$ cat config.mk
export PLATFORM = sky130hd
export DESIGN_NAME = mmio_gpio_ctrl
export DESIGN_NICKNAME = d
export VERILOG_FILES = /design/src/rtl/gpio_pkg.sv /design/src/rtl/gpio_bitmap.sv /design/src/rtl/gpio_sync.sv /design/src/rtl/gpio_out_reg.sv /design/src/rtl/gpio_dir_reg.sv /design/src/rtl/mmio_gpio_ctrl.sv
export SDC_FILE = /design/constraint.sdc
export NUM_CORES = 1
export LEC_CHECK = 0
export CORE_MARGIN = 2
export CORE_UTILIZATION = 50
export CTS_CLUSTER_SIZE = 30
export DETAILED_ROUTE_END_ITERATION = 10
export MAX_ROUTING_LAYER = met4
export PLACE_DENSITY = 0.79
export SLEW_MARGIN = 20
export SYNTH_ARGS = -nofsm -noshare
export SYNTH_HDL_FRONTEND = slang
export SYNTH_HIERARCHICAL = 1
export SYNTH_SLANG_ARGS = --single-unit
$ cat constraint.sdc
create_clock -name clk -period 3.8 [get_ports clk]
set_input_delay 0.57 -clock clk [delete_from_list [all_inputs] [get_ports clk]]
set_output_delay 0.57 -clock clk [all_outputs]
set_load 0.01 [all_outputs]
$ cat src/rtl/gpio_pkg.sv
// Shared definitions for the GPIO controller: register addresses.
package gpio_pkg;
    typedef enum logic [1:0] {
        REG_LEVEL = 2'd0,
        REG_SET   = 2'd1,
        REG_CLR   = 2'd2,
        REG_DIR   = 2'd3
    } gpio_reg_e;
endpackage

$ cat src/rtl/gpio_bitmap.sv
// Maps between register bit order and line order.
// Assumes: the mapping is its own inverse, so the same module serves
// both the write path and the read path.
module gpio_bitmap #(
    parameter int WIDTH  = 32,
    parameter bit MIRROR = 1'b0
) (
    input  logic [WIDTH-1:0] din,
    output logic [WIDTH-1:0] dout
);
    for (genvar i = 0; i < WIDTH; i++) begin : g_bit
        if (MIRROR) begin : g_mir
            assign dout[i] = din[WIDTH-1-i];
        end else begin : g_str
            assign dout[i] = din[i];
        end
    end
endmodule

$ cat src/rtl/gpio_sync.sv
// Two-flop synchronizer for the line level vector.
// Assumes: each line is independent, so no multi-bit coherency is needed.
module gpio_sync #(
    parameter int WIDTH = 32
) (
    input  logic             clk,
    input  logic             rst_n,
    input  logic [WIDTH-1:0] async_in,
    output logic [WIDTH-1:0] sync_out
);
    logic [WIDTH-1:0] stage1_q;

    // shift the pin levels through two flops
    always_ff @(posedge clk) begin
        if (!rst_n) begin
            stage1_q <= '0;
            sync_out <= '0;
        end else begin
            stage1_q <= async_in;
            sync_out <= stage1_q;
        end
    end
endmodule

$ cat src/rtl/gpio_out_reg.sv
// Output value register with whole-word load, write-one-to-set and
// write-one-to-clear.
// Assumes: at most one of the write strobes is high in a cycle. With
// HAS_CLR = 0 the set strobe loads the whole word and the clear strobe
// is ignored.
module gpio_out_reg #(
    parameter int WIDTH   = 32,
    parameter bit HAS_CLR = 1'b1
) (
    input  logic             clk,
    input  logic             rst_n,
    input  logic             we_load,
    input  logic             we_set,
    input  logic             we_clr,
    input  logic [WIDTH-1:0] wline,
    output logic [WIDTH-1:0] q
);
    // update the driven value from whichever strobe is active
    always_ff @(posedge clk) begin
        if (!rst_n) begin
            q <= '0;
        end else if (we_load) begin
            q <= wline;
        end else if (we_set) begin
            q <= HAS_CLR ? (q | wline) : wline;
        end else if (we_clr && HAS_CLR) begin
            q <= q & ~wline;
        end
    end

    a_r2_set_only_ones: assert property (@(posedge clk) disable iff (!rst_n)
        (we_set && HAS_CLR) |=> (((q & $past(wline)) == $past(wline)) &&
                                 ((q & ~$past(wline)) == ($past(q) & ~$past(wline)))));

    a_r3_clr_only_ones: assert property (@(posedge clk) disable iff (!rst_n)
        (we_clr && HAS_CLR) |=> (((q & $past(wline)) == '0) &&
                                 ((q & ~$past(wline)) == ($past(q) & ~$past(wline)))));

    a_r4_set_loads_word: assert property (@(posedge clk) disable iff (!rst_n)
        (we_set && !HAS_CLR) |=> (q == $past(wline)));

    a_r5_level_loads_word: assert property (@(posedge clk) disable iff (!rst_n)
        we_load |=> (q == $past(wline)));
endmodule

$ cat src/rtl/gpio_dir_reg.sv
// Direction register with selectable polarity.
// Assumes: the reset value leaves every line as an input under either
// polarity.
module gpio_dir_reg #(
    parameter int WIDTH        = 32,
    parameter bit DIR_IS_INPUT = 1'b0
) (
    input  logic             clk,
    input  logic             rst_n,
    input  logic             we,
    input  logic [WIDTH-1:0] wline,
    output logic [WIDTH-1:0] q,
    output logic [WIDTH-1:0] oe
);
    localparam logic [WIDTH-1:0] RST_VAL = DIR_IS_INPUT ? '1 : '0;

    // hold the direction bits as written
    always_ff @(posedge clk) begin
        if (!rst_n) q <= RST_VAL;
        else if (we) q <= wline;
    end

    // convert direction bits to output enables
    always_comb oe = DIR_IS_INPUT ? ~q : q;

    a_r6_dir_holds: assert property (@(posedge clk) disable iff (!rst_n)
        !we |=> $stable(q));
endmodule

$ cat src/rtl/mmio_gpio_ctrl.sv
// Memory-mapped GPIO controller top: address decode, output value,
// direction, pin synchronizer and registered read mux.
// Assumes: WIDTH is 8, 16, 32 or 64; one register access per cycle.
module mmio_gpio_ctrl #(
    parameter int WIDTH        = 32,
    parameter bit HAS_CLR      = 1'b1,
    parameter bit DIR_IS_INPUT = 1'b0,
    parameter bit MIRROR       = 1'b0
) (
    input  logic             clk,
    input  logic             rst_n,
    input  logic [1:0]       bus_addr,
    input  logic             bus_wr_en,
    input  logic [WIDTH-1:0] bus_wr_data,
    input  logic             bus_rd_en,
    output logic [WIDTH-1:0] bus_rd_data,
    input  logic [WIDTH-1:0] pin_in,
    output logic [WIDTH-1:0] line_out,
    output logic [WIDTH-1:0] line_oe
);
    import gpio_pkg::*;

    logic [WIDTH-1:0] wline, pin_s, dir_q, rd_line, rd_bus;
    logic we_load, we_set, we_clr, we_dir;
    gpio_reg_e sel;

    // decode the write strobes from the address
    always_comb begin
        sel     = gpio_reg_e'(bus_addr);
        we_load = bus_wr_en && (sel == REG_LEVEL);
        we_set  = bus_wr_en && (sel == REG_SET);
        we_clr  = bus_wr_en && (sel == REG_CLR);
        we_dir  = bus_wr_en && (sel == REG_DIR);
    end

    gpio_bitmap #(.WIDTH(WIDTH), .MIRROR(MIRROR)) u_wmap (
        .din(bus_wr_data), .dout(wline));

    gpio_sync #(.WIDTH(WIDTH)) u_sync (
        .clk(clk), .rst_n(rst_n), .async_in(pin_in), .sync_out(pin_s));

    gpio_out_reg #(.WIDTH(WIDTH), .HAS_CLR(HAS_CLR)) u_out (
        .clk(clk), .rst_n(rst_n), .we_load(we_load), .we_set(we_set),
        .we_clr(we_clr), .wline(wline), .q(line_out));

    gpio_dir_reg #(.WIDTH(WIDTH), .DIR_IS_INPUT(DIR_IS_INPUT)) u_dir (
        .clk(clk), .rst_n(rst_n), .we(we_dir), .wline(wline),
        .q(dir_q), .oe(line_oe));

    // select the read word in line order
    always_comb begin
        unique case (sel)
            REG_LEVEL: rd_line = pin_s;
            REG_SET:   rd_line = (line_out & line_oe) | (pin_s & ~line_oe);
            REG_CLR:   rd_line = '0;
            REG_DIR:   rd_line = dir_q;
            default:   rd_line = '0;
        endcase
    end

    gpio_bitmap #(.WIDTH(WIDTH), .MIRROR(MIRROR)) u_rmap (
        .din(rd_line), .dout(rd_bus));

    // capture the read word on a read strobe
    always_ff @(posedge clk) begin
        if (!rst_n) bus_rd_data <= '0;
        else if (bus_rd_en) bus_rd_data <= rd_bus;
    end

    a_r10_rd_holds: assert property (@(posedge clk) disable iff (!rst_n)
        !bus_rd_en |=> $stable(bus_rd_data));

    a_r3_clr_reads_zero: assert property (@(posedge clk) disable iff (!rst_n)
        (bus_rd_en && sel == REG_CLR) |=> (bus_rd_data == '0));
endmodule

==> flow_metrics.py, run 1 <==
metrics = {
    "outcome": {
        "status": "complete, no violations",
    },
    "setup_path": {
        "slowest_delay_ns": 0.53,
        "start_kind": "primary input",
        "critPathMaxFanout": 33,
        "cp.required_ns": 4.13,
        "crit_chain": "clkdlybuf4s50_1 > nor3b_2 > buf_4 > or2_1 > buf_4 > nand2_1 > a21boi_0",
        "worstPathArrival_ns": 2.60,
        "cpMostUsedCell": "buf_4",
        "path_class": "in2reg",
        "slowest_stage": "clkdlybuf4s50_1",
        "endpoint_kind": "flop",
    },
    "yosys": {
        "synthArstFlopShare_pct": 0,
        "synth_warnings": 6,
        "yosysUniqueCellTypes": 24,
        "synth-edff-count": 0,
        "syn_nets": 830,
        "ys.flop_type": "dfxtp_1",
        "netlist_area_um2": 7380,
        "synth_seq_cells": 160,
        "netlist_instances": 760,
        "yosysSeqAreaShare_pct": 43.4,
        "synth_area_per_cell_um2": 9.71,
    },
    "clock_tree": {
        "cts_sinks": 160,
        "cts_tree": "done",
        "clockRootBuffer": "clkbuf_16",
        "cts_hold_buf": 0,
        "numCtsBuffers": 17,
        "worstSkewPairLatency_ns": 0.42,
        "clk_path_buf_depth": 2,
        "clk_pin_slew_ns": 0.06,
        "post_cts_buffers": 0,
        "ctsResizeCount": 0,
        "h-tree-depth": 4,
    },
    "grt": {
        "grt_max_degree": 161,
        "grt_overflow": 0,
        "first_global_vias": 5242,
        "grt_usage_pct": 22.2,
        "grt_pass1_wl_um": 27100,
        "antenna_found_initial": 0,
    },
    "job": {
        "max_cap_violations": 0,
    },
    "detailed_routing": {
        "via_per_inst": 5.11,
        "vias": 5117,
        "drc": 0,
        "wl_per_cell_um": 16.8,
        "dr.pass1.iters": 4,
        "finalWirelength_um": 16900,
        "drtAntennaViolNets": 0,
        "drt_iter0_markers": 406,
    },
    "floorplan": {
        "fp.dieArea_um2": 15800,
        "die_w_um": 126,
        "rows": 44,
        "ios": 166,
        "die_h_um": 126,
        "core_um2": 14500,
        "initial_core_util_pct": 51.0,
    },
    "timing": {
        "rsz0062_at_grt": "false",
        "hold_violations": 0,
        "fmax_mhz": 442,
        "slew_headroom_pct": 22.2,
        "finalSetupViolations": 0,
        "finalSetupTns_ns": 0,
        "hold_slack_ns": 0.446,
        "min_period_over_period_pct": 59.5,
        "slew_violations": 0,
        "skew_ns": 0.00834,
        "period_minus_slack_ns": 2.26,
        "worstMarginPinSlew_ns": 1.17,
    },
    "layout": {
        "multi_input_area_um2": 3100,
        "fill_cells": 1188,
        "regArea_um2": 3200,
        "area_growth_syn_to_layout_pct": 19.9,
        "fin_nets": 876,
        "final_cell_mix": "161 x clkdlybuf4s50_1, 160 x dfxtp_1, 128 x nand2_1",
        "antennaDiodeCount": 0,
        "drive_above_1_share_pct": 17.0,
        "final_common_cell": "clkdlybuf4s50_1",
    },
    "placement": {
        "place.gp.congestion": 0.739,
        "port_buffers": 165,
        "dpl.hpwl_um": 10700,
    },
    "pwr": {
        "powerDensity_nw_per_um2": 451,
        "vdd_drop_max_v": 0.000374,
        "power_leakage_nw": 3.13,
    },
    "hold_path": {
        "hold_path.class": "reg2reg",
    },
}
-- worst paths after layout --
path                            slack, ns  cells past startpoint                              to                      startpoint
worst max-delay path                 1.54                      7                            flop                       bus_wr_en
worst min-delay path                 0.45                      1  u_sync/sync_out[17]$_SDFF_PN0_  u_sync/stage1_q[17]$_SDFF_PN0_
worst max register to register       2.76                      4    bus_rd_data[17]$_SDFFE_PN0P_       u_dir/oe[17]$_SDFFE_PN0P_
worst min register to register       0.45                      1  u_sync/sync_out[17]$_SDFF_PN0_  u_sync/stage1_q[17]$_SDFF_PN0_
-- logic make-up after synthesis --
group,count (synthesis),synth area share (%)
mux,64,8.68
compound gates,96,10.8
buf+inv,145,14.7
flops,160,43.4
simple gates,295,22.4
-- critical path, delay by kind of cell --
kind / cells / cell delay, ns
buffers and inverters: 3 / 1.14
AND/OR/NAND/NOR: 3 / 0.70
AO/OA/AOI/OAI: 1 / 0.18
-- Yosys cell counts (3+ instances only) --
master    number  area share [%]
a32oi_1       33             3.9
mux2i_1       64             8.7
buf_2         12            0.81
clkbuf_1      10            0.51
buf_12         3            0.81
o21ai_1       32             2.2
and2_2        64             6.5
dfxtp_1      160              43
buf_6         13             2.0
nand3b_1      31             3.2
clkbuf_2       6            0.41
a21boi_2      30             4.6
buf_4        100              10
nor2b_1       65             5.5
nand2_1      128             6.5
-- routing by layer --
layer  wire length (um)  global-route usage (%)  vias up
li1                   -                       -     2528
met1               7690                    27.8     2408
met2               8080                    35.6      167
met3                928                    5.61       14
met4                155                    6.54        0
met5                  0                       -        -
-- power breakdown --
group	total, mW	internal (mW)	switching (mW)
combinational	0.408	0.222	0.185
clock	1.80	1.12	0.679
sequential	1.79	1.75	0.0454
total	4.00	3.09	0.910
-- stage by stage --
stage,power [mW],instance area [um^2],cells,setup slack (ns),utilization (%)
2_1_floorplan,2.10,7380,760,1.95,-
3_3_place_gp,2.22,8220,971,1.27,56.8
3_5_place_dp,2.23,8220,971,1.12,56.8
4_1_cts,4.03,8850,1002,1.55,61.1
5_1_grt,4.14,8850,1002,1.43,61.1
6_report,4.00,8850,1002,1.54,61.1
-- final cells by class --
class	instances	share of cell area (%)
multi-input combinational	455	35.1
timing repair buffer	171	19.0
sequential	160	36.2
tap	184	2.60
inverter	1	0.0424
clock buffer	19	5.00
clock inverter	12	2.11
(Power assumes the default switching activity.)
==> run 2, diff against run 1 <==
clock period = 2.4 ns   (was 3.8 ns; I/O delays follow)
==> run 2 against run 1 <==
  * Sequential power is 58% higher
  * Flip-flop and latch count stayed put
  * First-iteration DRC count is 29% lower
  * Register-to-register slack worse by 1.3 ns
  * Cell count is 1.0% higher
  * Die area stayed put
  * Worst setup slack worse by 0.91 ns
  * Routed wire length is 1.9% lower
  * Worst hold slack worse by 0.0081 ns
  * Core utilization is 0.51 points higher
  * Critical path type is now reg2out
==> flow_metrics.py, run 2 (synthesized netlist as in run 1, its figures left out) <==
metrics = {
    "outcome": {
        "status": "complete, no violations",
    },
    "detailed_routing": {
        "drtAntennaViolNets": 0,
        "drc": 0,
        "dr.pass1.iters": 5,
        "drt_iter0_markers": 287,
        "vias": 5166,
        "wl_per_cell_um": 16.3,
        "finalWirelength_um": 16500,
        "via_per_inst": 5.10,
    },
    "hold_path": {
        "hp-start": "u_sync/stage1_q[30]$_SDFF_PN0_",
        "hold_path.class": "reg2reg",
    },
    "layout": {
        "drive_above_1_share_pct": 17.8,
        "fill_cells": 1182,
        "fin_nets": 885,
        "final_cell_mix": "161 x clkdlybuf4s50_1, 160 x dfxtp_1, 128 x nand2_1",
        "antennaDiodeCount": 0,
        "final_common_cell": "clkdlybuf4s50_1",
        "area_growth_syn_to_layout_pct": 20.9,
    },
    "clock_tree": {
        "numCtsBuffers": 17,
        "ctsResizeCount": 0,
        "clk_pin_slew_ns": 0.06,
        "clk_path_buf_depth": 2,
        "clockRootBuffer": "clkbuf_16",
        "worstSkewPairLatency_ns": 0.43,
        "cts_hold_buf": 0,
        "cts_tree": "done",
        "h-tree-depth": 4,
        "post_cts_buffers": 0,
        "cts_sinks": 160,
    },
    "setup_path": {
        "timing.rr.start": "u_dir/oe[24]$_SDFFE_PN0P_",
        "worstPathArrival_ns": 1.41,
        "slowest_stage": "clkdlybuf4s50_1",
        "endpoint_kind": "output pin",
        "cp.required_ns": 2.04,
        "crit_buf_inv": 1,
        "path_class": "reg2out",
        "critPathMaxFanout": 5,
        "start_kind": "flop",
        "slowest_delay_ns": 0.58,
        "worstSetupStartpoint": "u_dir/oe[16]$_SDFFE_PN0P_",
        "crit_chain": "clkdlybuf4s50_1",
        "crit_family": "buffers and inverters",
    },
    "placement": {
        "dpl.hpwl_um": 11000,
        "port_buffers": 165,
        "dp_slack_ns": 0.351,
        "place.gp.congestion": 0.764,
    },
    "timing": {
        "finalSetupTns_ns": 0,
        "min_period_over_period_pct": 73.9,
        "slew_headroom_pct": 60.9,
        "skew_ns": 0.00668,
        "slew_violations": 0,
        "worstMarginPinSlew_ns": 0.586,
        "hold_violations": 0,
        "period_minus_slack_ns": 1.77,
        "finalSetupViolations": 0,
        "rsz0062_at_grt": "false",
        "fmax_mhz": 564,
        "setup_slack_ns": 0.626,
    },
    "floorplan": {
        "rows": 44,
        "ios": 166,
        "die_w_um": 126,
        "initial_core_util_pct": 51.0,
        "fp.dieArea_um2": 15800,
        "die_h_um": 126,
        "core_um2": 14500,
    },
    "grt": {
        "grt_overflow": 0,
        "antenna_found_initial": 0,
        "first_global_vias": 5107,
        "grt_max_degree": 74,
        "grt_pass1_wl_um": 26800,
        "grt_usage_pct": 22.0,
    },
    "pwr": {
        "power_leakage_nw": 3.18,
        "vdd_drop_max_v": 0.000456,
        "powerDensity_nw_per_um2": 694,
    },
    "job": {
        "max_cap_violations": 0,
    },
}
run 2: cell types whose count changed in the layout (fill, tap and decap cells not counted), sizes merged:
cell / delta
clkinvlp: -1
clkbuf: +2
bufinv: -1
buf: +9
clkinv: +1
run 2: path summary, 6_finish.rpt:
check | endpoint | slack, ns | cells past startpoint
worst max-delay path | line_oe[16] | 0.63 | 1
worst min-delay path | u_sync/sync_out[30]$_SDFF_PN0_ | 0.44 | 1
worst max register to register | bus_rd_data[24]$_SDFFE_PN0P_ | 1.41 | 4
worst min register to register | u_sync/sync_out[30]$_SDFF_PN0_ | 0.44 | 1
run 2: metrics by stage:
stage	utilization (%)	instances	hold slack, ns	power, mW	instance area, um^2
2_1_floorplan	-	760	0.420	3.33	7380
3_3_place_gp	57.6	980	0.428	3.53	8340
3_5_place_dp	57.6	980	0.427	3.55	8340
4_1_cts	61.7	1012	0.438	6.25	8930
5_1_grt	61.7	1012	0.446	6.43	8930
6_report	61.7	1012	0.438	6.20	8930
run 2: cell type report:
cell class                      count  area [um^2]  area share, %
Clock buffer                       21          450           5.05
Clock inverter                     11          139           1.56
Inverter                            1         3.75         0.0420
Multi-Input combinational cell    455         3100           34.8
Sequential cell                   160         3200           35.9
Tap cell                          184          230           2.58
Timing Repair Buffer              180         1800           20.1
run 2: where the power goes:
group	leakage (nW)	internal (mW)	switching, mW
Sequential	1.31	2.76	0.0693
Combinational	1.58	0.365	0.293
Clock	0.287	1.65	1.05
run 2: metal layers:
| layer | vias to the layer above | part of all wire (%) | track usage [%] |
|---|---|---|---|
| met5 | - | 0 | - |
| met4 | 0 | 1.7 | 7.52 |
| met3 | 22 | 6.1 | 5.99 |
| met2 | 161 | 47 | 34.7 |
| met1 | 2435 | 45 | 27.3 |
| li1 | 2548 | - | - |
==> run 3, diff against run 2 <==
CORE_UTILIZATION = 46   (was 50)
PLACE_DENSITY = 0.77   (was 0.79)
clock period = 1.6 ns   (was 2.4 ns; I/O delays follow)
==> run 3 against run 2 <==
  * Non-clock buffer count increased by 2
  * Cell area increased by 0.77%
  * Worst hold slack lost 0.28 ns
  * Power grew 51%
==> flow_metrics.py, run 3 (synthesized netlist as in run 1, its figures left out) <==
metrics = {
    "setup_path": {
        "path_class": "reg2out",
        "crit_chain": "clkdlybuf4s50_1",
        "cp.required_ns": 1.36,
        "endpoint_kind": "output pin",
        "critPathMaxFanout": 2,
        "rrSetupSlack_ns": 0.62,
        "slowest_delay_ns": 0.55,
        "crit_buf_inv": 1,
        "r2r_cells": 4,
        "timing.rr.start": "u_dir/oe[17]$_SDFFE_PN0P_",
        "worstPathArrival_ns": 1.32,
        "cp.depth": 1,
        "crit_family": "buffers and inverters",
        "rr_endpoint": "bus_rd_data[17]$_SDFFE_PN0P_",
        "start_kind": "flop",
        "slowest_stage": "clkdlybuf4s50_1",
    },
    "timing": {
        "min_period_over_period_pct": 97.4,
        "finalSetupTns_ns": 0,
        "worstMarginPinSlew_ns": 0.981,
        "hold_violations": 0,
        "rsz0062_at_grt": "false",
        "hold_slack_ns": 0.154,
        "period_minus_slack_ns": 1.56,
        "skew_ns": 0.00857,
        "fmax_mhz": 642,
        "finalSetupViolations": 0,
        "slew_headroom_pct": 34.5,
        "setup_slack_ns": 0.0419,
        "slew_violations": 0,
    },
    "job": {
        "max_cap_violations": 0,
    },
    "hold_path": {
        "hold_path.class": "in2reg",
        "worstHoldPathCells": 2,
        "hp-start": "rst_n",
        "min_to": "u_dir/oe[7]$_SDFFE_PN0P_",
    },
    "placement": {
        "dp_cells": 1014,
        "port_buffers": 165,
        "dp_slack_ns": -0.188,
        "place.gp.congestion": 0.737,
        "dpl.hpwl_um": 10700,
    },
    "detailed_routing": {
        "wl_per_cell_um": 16.1,
        "drc": 0,
        "drt_iter0_markers": 225,
        "vias": 5165,
        "drtAntennaViolNets": 0,
        "finalWirelength_um": 16800,
        "via_per_inst": 4.93,
        "dr.pass1.iters": 5,
    },
    "clock_tree": {
        "numCtsBuffers": 17,
        "clk_pin_slew_ns": 0.07,
        "h-tree-depth": 4,
        "clockRootBuffer": "clkbuf_16",
        "clk_path_buf_depth": 2,
        "worstSkewPairLatency_ns": 0.43,
        "cts_tree": "done",
        "cts_sinks": 160,
    },
    "layout": {
        "finalNonFillerCells": 1047,
        "fin_nets": 887,
        "fill_cells": 1405,
        "final_cell_mix": "152 x dfxtp_1, 128 x nand2_1, 82 x clkdlybuf4s50_1",
        "final_common_cell": "dfxtp_1",
        "area_growth_syn_to_layout_pct": 21.9,
        "drive_above_1_share_pct": 19.0,
        "final_util_pct": 57.0,
    },
    "floorplan": {
        "die_w_um": 131,
        "fp.dieArea_um2": 17100,
        "die_h_um": 131,
        "core_um2": 15800,
        "rows": 46,
        "initial_core_util_pct": 46.8,
        "ios": 166,
    },
    "grt": {
        "antenna_found_initial": 1,
        "grt_usage_pct": 20.9,
        "grt_overflow": 0,
        "grt_max_degree": 78,
        "first_global_vias": 4998,
        "grt_pass1_wl_um": 26200,
    },
    "outcome": {
        "status": "complete, no violations",
    },
    "pwr": {
        "vdd_drop_max_v": 0.000775,
        "power_leakage_nw": 3.70,
        "powerDensity_nw_per_um2": 1040,
    },
}
[run 3: changes by cell type in the layout (fill, tap and decap cells not counted), moves of 3 or more]
cell / change
buf_12: +3
clkdlybuf4s50_1: -79
clkinv_2: -5
clkinvlp_4: +5
dfxtp_1: -8
dfxtp_2: +8
dlygate4sd2_1: +67
dlymetal6s2s_1: +12
[run 3: through the flow]
step / instance area (um^2) / power (mW)
floorplan: 7380 / 5.00
global placement: 8430 / 5.33
detailed placement: 8430 / 5.34
CTS: 8960 / 9.45
global route: 9000 / 9.71
finish: 9000 / 9.36
[run 3: routing by layer]
| metal | GRT usage, % | vias to the layer above | routed length [um] |
|---|---|---|---|
| li1 | - | 2552 | - |
| met1 | 27.0 | 2435 | 7760 |
| met2 | 31.5 | 154 | 7750 |
| met3 | 5.62 | 24 | 1000 |
| met4 | 7.88 | 0 | 329 |
| met5 | - | - | 0 |
[run 3: area by class of cell]
type,count,area (um^2),area share (%)
inverter,1,3.75,0.0417
antenna,1,2.50,0.0278
multi-input combinational,455,3100,34.5
timing repair buffer,182,1800,20.0
sequential,160,3210,35.7
clock buffer,20,447,4.97
clock inverter,12,160,1.78
tap,216,270,3.00
[run 3: power breakdown]
part           switching (mW)  internal (mW)
Combinational           0.448          0.511
Clock                    1.65           2.50
Sequential             0.0995           4.15
Total                    2.20           7.16
[run 3: timing repair]
| action | CTS | global route |
|---|---|---|
| endpoints found under the hold margin | 0 | 0 |
| endpoints found under the setup margin | 71 | 12 |
| buffers inserted | 0 | 0 |
| hold buffers | 0 | 0 |
| resized for setup | 75 | 12 |
[run 3: worst max-delay path by stage]
stage | endpoint | startpoint
after floorplan | flop | bus_addr[0]
after detailed placement | bus_rd_data[25]$_SDFFE_PN0P_ | bus_addr[1]
after global routing | bus_rd_data[24] | bus_rd_data[24]$_SDFFE_PN0P_
after CTS | line_oe[7] | u_dir/oe[7]$_SDFFE_PN0P_
final | bus_rd_data[19] | bus_rd_data[19]$_SDFFE_PN0P_
after global placement | bus_rd_data[3]$_SDFFE_PN0P_ | bus_addr[0]
